===== src/rtl/uart_rx_pkg.sv =====
package uart_rx_pkg;
    localparam int unsigned DW   = 8;                 // data bits per frame
    localparam int unsigned OSR  = 16;                // ticks per bit
    localparam int unsigned CW   = $clog2(OSR);
    localparam int unsigned BW   = $clog2(DW + 2);
    localparam logic [CW-1:0] SMP_A = CW'(OSR / 2 - 1);
    localparam logic [CW-1:0] SMP_B = CW'(OSR / 2);
    localparam logic [CW-1:0] SMP_C = CW'(OSR / 2 + 1);
    localparam logic [CW-1:0] TICK_LAST = CW'(OSR - 1);

    typedef enum logic [1:0] {ST_IDLE, ST_START, ST_DATA, ST_STOP} rx_st_e;

    typedef struct packed {
        logic [DW-1:0] data;
        logic          ninth;
        logic          stop_ok;
    } rx_frame_t;

    typedef struct packed {
        logic [DW-1:0] addr;
        logic [DW-1:0] mask;
    } addr_cfg_t;

    function automatic logic vote3(input logic [2:0] s);
        return (s[0] & s[1]) | (s[0] & s[2]) | (s[1] & s[2]);
    endfunction

    // own pattern: masked compare; broadcast: ones of (addr|mask) required
    function automatic logic addr_hit(input logic [DW-1:0] b, input addr_cfg_t c);
        logic [DW-1:0] bcast;
        bcast = c.addr | c.mask;
        return ((b & c.mask) == (c.addr & c.mask)) || ((b & bcast) == bcast);
    endfunction
endpackage


===== src/rtl/rx_bit_engine.sv =====
module rx_bit_engine
    import uart_rx_pkg::*;
(
    input  logic      clk,
    input  logic      rst,
    input  logic      line_i,
    input  logic      tick_i,
    input  logic      long_fmt_i,
    output logic      done_o,
    output rx_frame_t frame_o
);
    rx_st_e        st_q;
    logic [CW-1:0] cnt_q;
    logic [BW-1:0] idx_q;
    logic [1:0]    smp_q;
    logic [DW-1:0] sh_q;
    logic          ninth_q;
    logic          bit_v;
    logic [BW-1:0] lim;

    assign bit_v = vote3({line_i, smp_q[1], smp_q[0]});
    assign lim   = long_fmt_i ? BW'(DW + 1) : BW'(DW);

    always_ff @(posedge clk) begin
        if (rst) begin
            st_q    <= ST_IDLE;
            cnt_q   <= '0;
            idx_q   <= '0;
            smp_q   <= '0;
            sh_q    <= '0;
            ninth_q <= 1'b0;
            done_o  <= 1'b0;
            frame_o <= '0;
        end else begin
            done_o <= 1'b0;
            if (tick_i) begin
                if (st_q == ST_IDLE) begin
                    if (!line_i) begin
                        st_q    <= ST_START;
                        cnt_q   <= CW'(1);
                        idx_q   <= '0;
                        ninth_q <= 1'b0;
                    end
                end else begin
                    cnt_q <= (cnt_q == TICK_LAST) ? '0 : cnt_q + CW'(1);
                    if (cnt_q == SMP_A) smp_q[0] <= line_i;
                    if (cnt_q == SMP_B) smp_q[1] <= line_i;
                    if (cnt_q == SMP_C) begin
                        case (st_q)
                            ST_START: if (bit_v) st_q <= ST_IDLE;
                            ST_DATA: begin
                                if (idx_q < BW'(DW)) sh_q <= {bit_v, sh_q[DW-1:1]};
                                else                 ninth_q <= bit_v;
                                idx_q <= idx_q + BW'(1);
                            end
                            ST_STOP: begin
                                st_q    <= ST_IDLE;
                                done_o  <= 1'b1;
                                frame_o <= '{data: sh_q, ninth: ninth_q, stop_ok: bit_v};
                            end
                            default: st_q <= ST_IDLE;
                        endcase
                    end
                    if (cnt_q == TICK_LAST) begin
                        if (st_q == ST_START)                    st_q <= ST_DATA;
                        else if (st_q == ST_DATA && idx_q == lim) st_q <= ST_STOP;
                    end
                end
            end
        end
    end

    AST_DONE_PULSE: assert property (@(posedge clk) disable iff (rst)
        done_o |=> !done_o);
    AST_DONE_FROM_STOP: assert property (@(posedge clk) disable iff (rst)
        (done_o && !$past(done_o)) |-> $past(st_q == ST_STOP));
endmodule


===== src/rtl/rx_addr_filter.sv =====
module rx_addr_filter
    import uart_rx_pkg::*;
(
    input  rx_frame_t frame_i,
    input  logic      long_fmt_i,
    input  logic      filt_en_i,
    input  addr_cfg_t cfg_i,
    output logic      accept_o
);
    always_comb begin
        if (!filt_en_i)      accept_o = 1'b1;
        else if (long_fmt_i) accept_o = frame_i.ninth && addr_hit(frame_i.data, cfg_i);
        else                 accept_o = frame_i.stop_ok;
    end
endmodule


===== src/rtl/rx_status.sv =====
module rx_status
    import uart_rx_pkg::*;
(
    input  logic          clk,
    input  logic          rst,
    input  logic          done_i,
    input  rx_frame_t     frame_i,
    input  logic          accept_i,
    input  logic          clr_rdy_i,
    input  logic          clr_ferr_i,
    output logic [DW-1:0] data_o,
    output logic          bit9_o,
    output logic          rdy_o,
    output logic          ferr_o
);
    always_ff @(posedge clk) begin
        if (rst) begin
            data_o <= '0;
            bit9_o <= 1'b0;
            rdy_o  <= 1'b0;
            ferr_o <= 1'b0;
        end else begin
            if (done_i && accept_i && !rdy_o) begin
                data_o <= frame_i.data;
                bit9_o <= frame_i.ninth;
                rdy_o  <= 1'b1;
            end else if (clr_rdy_i) begin
                rdy_o <= 1'b0;
            end
            if (done_i && !frame_i.stop_ok) ferr_o <= 1'b1;
            else if (clr_ferr_i)            ferr_o <= 1'b0;
        end
    end

    AST_RDY_FROM_FRAME: assert property (@(posedge clk) disable iff (rst)
        (rdy_o && !$past(rdy_o)) |-> $past(done_i));
    AST_DATA_HELD: assert property (@(posedge clk) disable iff (rst)
        $past(rdy_o) |-> ($stable(data_o) && $stable(bit9_o)));
    AST_FERR_STICKY: assert property (@(posedge clk) disable iff (rst)
        (!ferr_o && $past(ferr_o)) |-> $past(clr_ferr_i));
endmodule


===== src/rtl/serial_addr_rx.sv =====
module serial_addr_rx
    import uart_rx_pkg::*;
(
    input  logic          clk,
    input  logic          rst,
    input  logic          rx_line,
    input  logic          os_tick,
    input  logic          long_fmt,
    input  logic          filt_en,
    input  logic [DW-1:0] node_addr,
    input  logic [DW-1:0] node_mask,
    input  logic          clr_rdy,
    input  logic          clr_ferr,
    output logic [DW-1:0] rx_byte,
    output logic          rx_bit9,
    output logic          rx_rdy,
    output logic          frame_err
);
    logic      done;
    logic      accept;
    rx_frame_t frame;
    addr_cfg_t cfg;

    assign cfg = '{addr: node_addr, mask: node_mask};

    rx_bit_engine u_engine (
        .clk(clk), .rst(rst), .line_i(rx_line), .tick_i(os_tick),
        .long_fmt_i(long_fmt), .done_o(done), .frame_o(frame)
    );

    rx_addr_filter u_filter (
        .frame_i(frame), .long_fmt_i(long_fmt), .filt_en_i(filt_en),
        .cfg_i(cfg), .accept_o(accept)
    );

    rx_status u_status (
        .clk(clk), .rst(rst), .done_i(done), .frame_i(frame), .accept_i(accept),
        .clr_rdy_i(clr_rdy), .clr_ferr_i(clr_ferr), .data_o(rx_byte),
        .bit9_o(rx_bit9), .rdy_o(rx_rdy), .ferr_o(frame_err)
    );

    AST_FILTER_NINTH: assert property (@(posedge clk) disable iff (rst)
        (rx_rdy && !$past(rx_rdy) && $past(long_fmt && filt_en)) |-> rx_bit9);
endmodule


===== config.mk =====
export PLATFORM = sky130hd
export DESIGN_NAME = serial_addr_rx
export DESIGN_NICKNAME = d
export VERILOG_FILES = /design/src/rtl/uart_rx_pkg.sv /design/src/rtl/rx_bit_engine.sv /design/src/rtl/rx_addr_filter.sv /design/src/rtl/rx_status.sv /design/src/rtl/serial_addr_rx.sv
export SDC_FILE = /design/constraint.sdc
export NUM_CORES = 1
export LEC_CHECK = 0
export BUFFER_PORTS_ARGS = -buffer_cell sky130_fd_sc_hd__buf_2
export CAP_MARGIN = 20
export CORE_ASPECT_RATIO = 1.1
export CORE_UTILIZATION = 50
export CTS_BUF_LIST = sky130_fd_sc_hd__clkbuf_16
export CTS_CLUSTER_DIAMETER = 200
export CTS_CLUSTER_SIZE = 25
export DETAILED_ROUTE_END_ITERATION = 12
export GPL_TIMING_DRIVEN = 0
export PLACE_DENSITY = 0.85
export SLEW_MARGIN = 25
export SYNTH_ARGS = -nofsm -noshare
export SYNTH_HDL_FRONTEND = slang
export SYNTH_SLANG_ARGS = --single-unit

===== constraint.sdc =====
create_clock -name clk -period 1.9 [get_ports clk]
set_clock_uncertainty 0.15 [all_clocks]
set_input_delay 0.095 -clock clk [delete_from_list [all_inputs] [get_ports clk]]
set_output_delay 0.095 -clock clk [all_outputs]
set_load 0.03 [all_outputs]

==> impl_summary.md <==
Status
The run finished, with violations left. The checks that failed: negative hold slack, negative setup slack.

Detailed routing
The antenna violation net count after detailed routing is 0. After detailed routing, the average wire length per cell comes to 15.56 um. The number of detailed-routing iterations run before antenna repair is 4. For this run, design rule violations remaining after detail routing come to 0. The first routing iteration left 122 violations. The number of vias per cell is roughly 5.6. The post-detailed-routing wire length is between 5000 and 6000 um. The detailed router placed about 1900 vias in this run.

Logic synthesis
sky130_fd_sc_hd__dfxtp_1 takes more of the synthesized area than any other cell. The netlist uses 44 different library cells. sky130_fd_sc_hd__dfxtp_1 is the most common cell in the netlist. In the synthesized netlist, the cells that appear most often are sky130_fd_sc_hd__dfxtp_1 (43), sky130_fd_sc_hd__nor2_1 (42), sky130_fd_sc_hd__mux2i_1 (31).

The number of enable flip-flop cells after synthesis is 0. The number of standard cells after synthesis is 233. After Yosys synthesis, and, or, nand and nor cells account for 21.71% of the synthesized area. The compound-gate portion of the synthesized area is approximately a tenth. The proportion of synthesized flip-flops having asynchronous set or reset is 0%. After synthesis the netlist holds a flip-flop and latch count of 43. A synthesized cell averages 9.301 sq um. Counting every net in the synthesized netlist gives 266.

The fraction of the mapped netlist area in adder cells is 5.658%. The synthesis warning total is 0. The mapped netlist covers 2167 sq um. For this run, the leading register cell type out of synthesis is sky130_fd_sc_hd__dfxtp_1. The xor-xnor portion of the synthesized cell area is under 10%. After synthesis, the largest family of logic cells by area is simple AND/OR/NAND/NOR gates. After synthesis, the cell types taking the most area are sky130_fd_sc_hd__dfxtp_1 (40%), sky130_fd_sc_hd__mux2i_1 (14%), sky130_fd_sc_hd__nor2_1 (7.3%). The fraction of synthesized area in multiplexers is 14.32%. Sequential cells were found to cover 39.72% of the synthesized design area. The share of the synthesized area in the top cell type is 39.72%.

Flow run
The count of maximum capacitance violations is 0.

STA
The highest clock frequency the design can meet is 0.5252 GHz. The hold violation total from the final report is 1. Setup repair after global routing could not meet its margin everywhere. The worst slew slack as a fraction of its limit is 67.80%.

The worst hold margin is -0.001184 ns. The number of endpoints failing setup at the final stage is 1. The number of max-slew violations in the final report was 0. The final critical path time including I/O delays and setup is 1.904 ns. The pin slew with the least headroom to its limit is 0.4830 ns. After layout, the worst path uses 100.2% of the clock period.

Across all setup checks in the final design, the least slack found is -0.004006 ns.

Final layout
The layout cell share with drive strength beyond 1 is 27.62%. With fillers left out, the area of the finished cells amounts to approximately 2700 sq um. From synthesis to final layout, the design area changed by 26.50%. 0 antenna diodes ended up in the layout. The final layout contains 318 nets. After filler insertion, the fill cell instance count of the layout stands at 292. Measured on the finished design, the core utilization comes to 67.62%.

Global route
The via count of the first global-routing pass is 1785. The first global-routing pass estimated 8114 um of wire. The total routing usage reported by global routing is a little under a quarter. The initial antenna violation count is 0. Summed over all layers, the global routing overflow is 0.

The largest net degree at the start of global routing is 15.

CTS
After clock tree synthesis, the clock-pin slew on the worst setup and hold paths is about 0.06 ns. Clock tree synthesis inserted a total of 5 buffers. The number of sinks on the clock net is 43.

The number of buffers on the longest clock path is 2. For the worst-skew pair, the clock arrives at the later sink with an insertion delay of slightly below 0.3 ns. The CTS tree is built. The clock root buffer master is sky130_fd_sc_hd__clkbuf_16. The number of levels in the clock H-tree is 2.

Placement
The final weighted congestion of routability-driven global placement is 0.8638. Summed over all nets, the half-perimeter wirelength after detailed placement is 3450 um. The placed cell area is ~2400 sq um. The number of I/O port buffers is 34.

Worst setup path
The critical path required time is just under 2 ns. The depth of the most critical reg-to-reg path is 7. The reg-to-reg startpoint is u_engine.st_q[0].

The worst setup path category is reg2reg. The worst setup path is launched from a flip-flop. The maximum fanout along the worst path is 3.

The destination of the worst register-to-register timing path is u_engine.st_q[0]. The arrival time at the worst endpoint is roughly 2.0 ns. The setup slack on the worst flop-to-flop path is -0.004 ns. STA classifies the critical path endpoint as a flip-flop.

Floorplan
The die span in x is 64.77 um. From bottom edge to top edge, the die measures between 70 and 80 um. The initial utilization of the core area, before any placement, comes to 53.46%.

The number of rows in the core area is 24. Pin placement for this block handled 35 I/O pins. The core region is 4054 sq um.

The floorplan step defined a die boundary enclosing 4602 sq um.

Hold path
The number of stages on the worst hold path is 3. The terminating pin of the worst hold path is u_status.rdy_o. The path class of the lowest-slack min-delay path is in2reg. The hold path startpoint is clr_rdy.

Power and ir drop
IR analysis of the VDD net gives a maximum drop of ~0.00038 V. The power per cell area is between 700 and 800 nW/um^2. The leakage power summed over all cells is 1.171 nW.
registers in the layout (all words and copies together) (netlist names):
signal and flops:
u_status.rdy_o 1, u_engine.done_o 1, u_status.bit9_o 1, u_engine.frame_o 10
u_engine.sh_q 8, u_status.ferr_o 1, u_status.data_o 8, u_engine.cnt_q 4
u_engine.ninth_q 1, u_engine.smp_q 2, u_engine.idx_q 4, u_engine.st_q 2
power by group:
group	leakage (nW)	internal, W	switching (W)
registers	0.351	0.000904	0.00000556
clock network	0.0658	0.000484	0.000363
logic	0.754	0.0000781	0.0000883
worst max-delay path, cell delays in order, from the launching register on:
cell	delay, ns
sky130_fd_sc_hd__dfxtp_4	0.35
sky130_fd_sc_hd__inv_4	0.07
sky130_fd_sc_hd__ha_4	0.14
sky130_fd_sc_hd__nand2_2	0.05
sky130_fd_sc_hd__or4_4	0.46
sky130_fd_sc_hd__o41ai_4	0.25
sky130_fd_sc_hd__a21oi_2	0.11
sky130_fd_sc_hd__a311oi_2	0.23
metal layers:
layer	part of all wire, %	up-vias	GRT usage (%)
met2	50	72	39.24
li1	-	901	-
met4	3.7	0	13.09
met1	41	890	26.07
met5	0	-	0
met3	5.1	22	5.484
worst max-delay path by stage:
stage,from,end,cells after the start
global route,u_engine.st_q[1],u_engine.frame_o[5],7
detailed placement,u_engine.st_q[0],u_engine.ninth_q,7
CTS,u_engine.st_q[0],u_engine.st_q[0],6
global placement,u_engine.st_q[0],u_engine.sh_q[4],7
floorplan,u_engine.st_q[0],u_engine.st_q[0],6
finish,u_engine.st_q[0],u_engine.st_q[0],7
cells in the final DEF (no fill, tap or decap), drive strengths merged, types with 4 or more instances in the layout:
master   n
buf     44
dfxtp   43
nor2    42
mux2i   31
nand2b  20
xor2    12
clkbuf  11
inv     10
ha       9
a21oi    6
nand2    6
a22oi    5
nand3    4
o22ai    4
layout make-up:
class,instances,area (sq um),area share (%)
plain buffers,8,52.55,1.917
clock buffers,5,125.1,4.564
clock inverters,3,20.02,0.7303
inverters,10,40.04,1.461
multi-input cells,172,1290,47.06
flip-flops and latches,43,875.8,31.95
well taps,52,65.06,2.373
repair buffers,45,272.8,9.950
stage by stage:
stage	std cells	setup slack (ns)	TNS (ns)	hold WS (ns)	total power, W
after floorplan	233	0.005500	0	0.08894	0.001011
after global placement	319	-0.1390	-1.476	0.2520	0.001062
after detailed placement	319	-0.2044	-1.983	0.2635	0.001066
after CTS	334	-0.01232	-0.01232	0.001866	0.001908
after global routing	338	-0.06214	-0.2418	0.005160	0.001980
final	338	-0.004006	-0.004006	-0.001184	0.001923
repair_timing:
item	CTS	global route
resized for setup	7	19
setup endpoints to repair	21	34
pin swaps	3	3
setup buffers	4	4
hold buffers	3	0
endpoints found under the hold margin	3	0
cell families after synthesis:
logic type,Yosys count
xor+xnor,12
mux,31
fa+ha+maj,10
flops,43
compound gates,29
simple gates,90
buf+inv,18
Power figures use the tool's default switching activity.
